## src/rtl/pt_walker_pkg.sv

```systemverilog
package pt_walker_pkg;

   typedef enum logic [2:0] {
      WS_IDLE,
      WS_REQ1,
      WS_WAIT1,
      WS_REQ2,
      WS_WAIT2,
      WS_DONE,
      WS_FAULT
   } walk_state_e;

endpackage

```

## src/rtl/pt_walker_addr.sv

```systemverilog
// Entry address generator: table base page plus scaled index.
module pt_walker_addr #(
   parameter int PA_W        = 32,
   parameter int OFF_W       = 12,
   parameter int IDX_W       = 10,
   parameter int ENTRY_SHIFT = 2,
   localparam int PPN_W      = PA_W - OFF_W
) (
   input  logic [PPN_W-1:0] table_ppn,
   input  logic [IDX_W-1:0] idx,
   output logic [PA_W-1:0]  entry_addr
);

   localparam int PAD_W = PA_W - IDX_W - ENTRY_SHIFT;

   logic [PA_W-1:0] base;
   logic [PA_W-1:0] step;

   assign base = {table_ppn, {OFF_W{1'b0}}};

   generate
      if (ENTRY_SHIFT == 0) begin : g_byte_entry
         assign step = {{PAD_W{1'b0}}, idx};
      end else begin : g_wide_entry
         assign step = {{PAD_W{1'b0}}, idx, {ENTRY_SHIFT{1'b0}}};
      end
   endgenerate

   assign entry_addr = base + step;

endmodule

```

## src/rtl/pt_walker_pte.sv

```systemverilog
// Entry decoder: presence flag and page-number field.
module pt_walker_pte #(
   parameter int PTE_W     = 32,
   parameter int PPN_W     = 20,
   parameter int PPN_LSB   = 12,
   parameter int VALID_BIT = 0
) (
   input  logic [PTE_W-1:0] pte,
   output logic             present,
   output logic [PPN_W-1:0] ppn
);

   logic unused_pte_bits;

   assign present         = pte[VALID_BIT];
   assign ppn             = pte[PPN_LSB +: PPN_W];
   assign unused_pte_bits = ^pte;

endmodule

```

## src/rtl/pt_walker_fsm.sv

```systemverilog
// Walk sequencer: one outstanding read, two levels, fault on absence.
module pt_walker_fsm
   import pt_walker_pkg::*;
(
   input  logic clk,
   input  logic rst_n,
   input  logic miss_fire,
   input  logic req_ready,
   input  logic rsp_valid,
   input  logic present,
   output logic idle,
   output logic req_valid,
   output logic req_lvl,
   output logic cap_tbl,
   output logic cap_leaf,
   output logic refill_pulse,
   output logic fault_pulse,
   output logic fault_lvl
);

   walk_state_e state_q, state_d;
   logic        fault_lvl_q, fault_lvl_d;

   always_comb begin
      state_d     = state_q;
      fault_lvl_d = fault_lvl_q;
      case (state_q)
         WS_IDLE:  if (miss_fire) state_d = WS_REQ1;
         WS_REQ1:  if (req_ready) state_d = WS_WAIT1;
         WS_WAIT1: if (rsp_valid) begin
            if (present) begin
               state_d = WS_REQ2;
            end else begin
               state_d     = WS_FAULT;
               fault_lvl_d = 1'b0;
            end
         end
         WS_REQ2:  if (req_ready) state_d = WS_WAIT2;
         WS_WAIT2: if (rsp_valid) begin
            if (present) begin
               state_d = WS_DONE;
            end else begin
               state_d     = WS_FAULT;
               fault_lvl_d = 1'b1;
            end
         end
         WS_DONE:  state_d = WS_IDLE;
         WS_FAULT: state_d = WS_IDLE;
         default:  state_d = WS_IDLE;
      endcase
   end

   always_ff @(posedge clk) begin
      if (!rst_n) begin
         state_q     <= WS_IDLE;
         fault_lvl_q <= 1'b0;
      end else begin
         state_q     <= state_d;
         fault_lvl_q <= fault_lvl_d;
      end
   end

   assign idle         = (state_q == WS_IDLE);
   assign req_valid    = (state_q == WS_REQ1) || (state_q == WS_REQ2);
   assign req_lvl      = (state_q == WS_REQ2);
   assign cap_tbl      = (state_q == WS_WAIT1) && rsp_valid && present;
   assign cap_leaf     = (state_q == WS_WAIT2) && rsp_valid && present;
   assign refill_pulse = (state_q == WS_DONE);
   assign fault_pulse  = (state_q == WS_FAULT);
   assign fault_lvl    = fault_lvl_q;

endmodule

```

## src/rtl/pt_walker.sv

```systemverilog
module pt_walker #(
   parameter int VA_W        = 32,
   parameter int PA_W        = 32,
   parameter int OFF_W       = 12,
   parameter int L1_W        = 10,
   parameter int L2_W        = 10,
   parameter int PTE_W       = 32,
   parameter int ENTRY_BYTES = 4,
   parameter int VALID_BIT   = 0,
   localparam int VPN_W      = L1_W + L2_W,
   localparam int PPN_W      = PA_W - OFF_W
) (
   input  logic             clk,
   input  logic             rst_n,
   input  logic             miss_valid,
   input  logic [VPN_W-1:0] miss_vpn,
   output logic             miss_ready,
   input  logic [PPN_W-1:0] root_ppn,
   output logic             mem_req_valid,
   input  logic             mem_req_ready,
   output logic [PA_W-1:0]  mem_req_addr,
   input  logic             mem_rsp_valid,
   input  logic [PTE_W-1:0] mem_rsp_data,
   output logic             refill_valid,
   output logic [VPN_W-1:0] refill_vpn,
   output logic [PPN_W-1:0] refill_ppn,
   output logic             fault_valid,
   output logic [VPN_W-1:0] fault_vpn,
   output logic             fault_level
);

   localparam int ENTRY_SHIFT = $clog2(ENTRY_BYTES);
   localparam int PPN_LSB     = PTE_W - PPN_W;

   generate
      if (VA_W != VPN_W + OFF_W) begin : g_bad_split
         $error("virtual address split does not add up");
      end
      if ((ENTRY_BYTES & (ENTRY_BYTES - 1)) != 0) begin : g_bad_entry
         $error("entry size must be a power of two");
      end
      if (PTE_W < PPN_W + 1 || VALID_BIT >= PPN_LSB) begin : g_bad_pte
         $error("entry word too narrow for page number and flag");
      end
   endgenerate

   logic             miss_fire;
   logic             req_lvl, cap_tbl, cap_leaf, pte_present;
   logic [PPN_W-1:0] pte_ppn;
   logic [VPN_W-1:0] vpn_q;
   logic [PPN_W-1:0] root_q, tbl_q, leaf_q;
   logic [PA_W-1:0]  addr_l1, addr_l2;

   assign miss_fire = miss_valid && miss_ready;

   always_ff @(posedge clk) begin
      if (!rst_n) begin
         vpn_q  <= '0;
         root_q <= '0;
         tbl_q  <= '0;
         leaf_q <= '0;
      end else begin
         if (miss_fire) begin
            vpn_q  <= miss_vpn;
            root_q <= root_ppn;
         end
         if (cap_tbl)  tbl_q  <= pte_ppn;
         if (cap_leaf) leaf_q <= pte_ppn;
      end
   end

   pt_walker_addr #(
      .PA_W(PA_W), .OFF_W(OFF_W), .IDX_W(L1_W), .ENTRY_SHIFT(ENTRY_SHIFT)
   ) u_addr_l1 (
      .table_ppn (root_q),
      .idx       (vpn_q[VPN_W-1:L2_W]),
      .entry_addr(addr_l1)
   );

   pt_walker_addr #(
      .PA_W(PA_W), .OFF_W(OFF_W), .IDX_W(L2_W), .ENTRY_SHIFT(ENTRY_SHIFT)
   ) u_addr_l2 (
      .table_ppn (tbl_q),
      .idx       (vpn_q[L2_W-1:0]),
      .entry_addr(addr_l2)
   );

   pt_walker_pte #(
      .PTE_W(PTE_W), .PPN_W(PPN_W), .PPN_LSB(PPN_LSB), .VALID_BIT(VALID_BIT)
   ) u_pte (
      .pte    (mem_rsp_data),
      .present(pte_present),
      .ppn    (pte_ppn)
   );

   pt_walker_fsm u_fsm (
      .clk         (clk),
      .rst_n       (rst_n),
      .miss_fire   (miss_fire),
      .req_ready   (mem_req_ready),
      .rsp_valid   (mem_rsp_valid),
      .present     (pte_present),
      .idle        (miss_ready),
      .req_valid   (mem_req_valid),
      .req_lvl     (req_lvl),
      .cap_tbl     (cap_tbl),
      .cap_leaf    (cap_leaf),
      .refill_pulse(refill_valid),
      .fault_pulse (fault_valid),
      .fault_lvl   (fault_level)
   );

   assign mem_req_addr = req_lvl ? addr_l2 : addr_l1;
   assign refill_vpn   = vpn_q;
   assign refill_ppn   = leaf_q;
   assign fault_vpn    = vpn_q;

endmodule

```

## config.mk

```make
export PLATFORM = sky130hd
export DESIGN_NAME = pt_walker
export DESIGN_NICKNAME = d
export VERILOG_FILES = /design/src/rtl/pt_walker_pkg.sv /design/src/rtl/pt_walker_addr.sv /design/src/rtl/pt_walker_pte.sv /design/src/rtl/pt_walker_fsm.sv /design/src/rtl/pt_walker.sv
export SDC_FILE = /design/constraint.sdc
export NUM_CORES = 1
export LEC_CHECK = 0
export BUFFER_PORTS_ARGS = -buffer_cell sky130_fd_sc_hd__buf_4
export CORE_ASPECT_RATIO = 1.75
export CORE_MARGIN = 1.5
export CORE_UTILIZATION = 35
export DETAILED_ROUTE_END_ITERATION = 7
export GPL_TIMING_DRIVEN = 1
export PLACE_DENSITY_LB_ADDON = 0.15
export SLEW_MARGIN = 20
export SYNTH_ARGS = -nofsm -noshare
export SYNTH_HDL_FRONTEND = slang
export SYNTH_HIERARCHICAL = 1
export SYNTH_SLANG_ARGS = --single-unit
```

## constraint.sdc

```tcl
create_clock -name clk -period 5.13 [get_ports clk]
set_clock_uncertainty 0.15 [all_clocks]
set_input_delay 1.026 -clock clk [delete_from_list [all_inputs] [get_ports clk]]
set_output_delay 1.026 -clock clk [all_outputs]
set_load 0.02 [all_outputs]
```

==> flow_summary.ini <==
[yosys]
syn_avg_cell_area_um2 = 9.540
synth_edf_count = 0
ys_warn_count = 6
ys_seq_area_share_pct = 35.40
synth_seq_cells = 84
synthCells = 498
syn_area_um2 = 4751
async_flop_share_pct = 0
synthFlopType = dfxtp_1
yosysUniqueCellTypes = 35

[layout]
drive_above_1_share_pct = 40.71
fill_cells = 1348
area_growth_pct = 14.88
layout.nets = 611
utilization_pct = 41.00
instances_no_fill = 712
final_common_cell = buf_4
layout_common_cells = buf_4, dfxtp_1, nand2_1
diodes = 0

[routing]
drtAntennaViolNets = 0
wl_um = 10890
dr.first_iter.drc_count = 108
drt-wirelength-per-cell_um = 15.29
via_per_inst = 4.657
dr.pass1.iters = 4
drc = 0
num_vias = 3316

[die]
die-area_um2 = 14310
core_um2 = 13310
die_w_um = 91.07
ios = 174
die_h_um = 157.1
std_cell_rows = 56
start_util_pct = 35.69

[sta]
finalSetupTns_ns = 0
max_freq_mhz = 244.1
setup_viol = 0
relSlewSlack_pct = 33.52
post-route-min-period_ns = 4.097
hold_viol = 0
setup_ws_ns = 1.033
rsz0062_at_grt = false
holdWs_ns = 0.2999
tightest_slew_ns = 0.9918
period_share_pct = 79.87
slew_violations = 0

[clock_network]
htreeDepth = 3
cts_buffers = 9
cts.clk_slew.worst_paths_ns = 0.06
clk_path_buf_depth = 2
hold_buffers = 0
cts_tree = yes
cts.sinks = 84
post_cts_resized = 0
root_buffer = clkbuf_16
cts_setup_buffers = 0
insertion_delay_ns = 0.33

[global_routing]
antenna_found_initial = 0
grt_pass1_wl_um = 17190
overflow = 0
gr-usage-met1_pct = 18.33
use_met3_pct = 3.575
grt_busiest_layer = met2
track_usage_pct = 15.28
use_met2_pct = 26.33
grt_pass1_vias = 3204
grt_max_degree = 125

[job]
drv_cap = 0

[placement]
portBuffers = 160
place_ws_ns = 1.370
globalplace.congestion = 0.7697
dp_cells = 697
dpl.hpwl_um = 7489

[worst_hold_path]
hp-class = reg -> reg

[setup_path]
critical_path_class = reg -> out
max_stage_delay_ns = 0.72
cp.required_ns = 3.95
critPathSlowestCell = and2_2
crit_arrival_ns = 2.92
path_common_cell = buf_4
cp_cell_sequence = nor2b_4 > and2_2 > buf_4 > mux2_4 > buf_4
cp_top_family = simple AND/OR/NAND/NOR gates
cp-start-kind = flop
worst-path-max-fanout = 23
cp.buffers_inverters = 2
end_kind = output pin

[status]
status = complete, no violations

[power]
ir_worst_vdd_v = 0.0001696
leakagePower_nw = 2.214
powerDensity_nw_per_um2 = 418.6
[registers in the layout (all words and copies together) (netlist names)]
register and flops:
u_fsm/state_q 3, fault_vpn 20, tbl_q 20, refill_ppn 20, u_fsm/fault_lvl 1, root_q 20
[cell usage after synthesis (all sizes together) (4+ instances only)]
cell type  number  area, um2
buf           137       1044
dfxtp          84       1682
nand2          44      165.2
o21ai          43      215.2
nor2b          42      270.3
mux2i          41      414.1
nand4          40      250.2
mux2           32      473.0
nor3            5      25.02
clkbuf          4      17.52
nor2            4      15.01
[kinds of logic after synthesis]
| group | synth area share [%] |
|---|---|
| mux | 18.67 |
| compound gates | 6.453 |
| flops | 35.40 |
| simple gates | 16.75 |
| other cells | 0.1581 |
| buf+inv | 22.57 |
[worst reg2reg max path, stage by stage, from the launching register on]
cell and delay, ns:
dfxtp_1 0.49, nor3_2 0.24, buf_4 0.44, and2_4 0.57, mux2i_2 0.21, a221oi_4 0.32, o22a_2 0.22, a21boi_2 0.05
[report_power, final]
| part | internal [mW] | switching, mW | total [mW] |
|---|---|---|---|
| Sequential | 0.729 | 0.0856 | 0.815 |
| Combinational | 0.357 | 0.465 | 0.822 |
| Clock | 0.387 | 0.261 | 0.648 |
[cell type report]
class	instances	area [um2]	share of cell area, %
sequential	84	1682	30.81
clock inverter	4	50.05	0.9170
timing repair buffer	164	1235	22.63
multi-input combinational	272	2019	37.00
clock buffer	11	242.7	4.448
tap	174	217.7	3.989
inverter	3	11.26	0.2063
[through the flow]
stage,instance area [um2],power (mW)
CTS,5454,2.320
detailed placement,5161,1.663
global route,5458,2.415
floorplan,4758,1.507
global placement,5161,1.654
finish,5458,2.285
[final timing paths]
path                            cells after the start             start          endpoint  slack [ns]
worst min-delay path                                2        root_q[17]        root_q[17]        0.30
worst max register to register                      7  u_fsm/state_q[0]  u_fsm/state_q[1]        2.34
worst min register to register                      2        root_q[17]        root_q[17]        0.30
worst max-delay path                                5  u_fsm/state_q[0]  mem_req_addr[27]        1.03
[per-layer routing]
| layer | routed length (um) | share of wire, % | up-vias |
|---|---|---|---|
| li1 | - | - | 1654 |
| met1 | 4622 | 42 | 1539 |
| met2 | 5568 | 51 | 114 |
| met3 | 540 | 5.0 | 9 |
| met4 | 158 | 1.5 | 0 |
| met5 | 0 | 0 | - |
(Power assumes the default switching activity.)
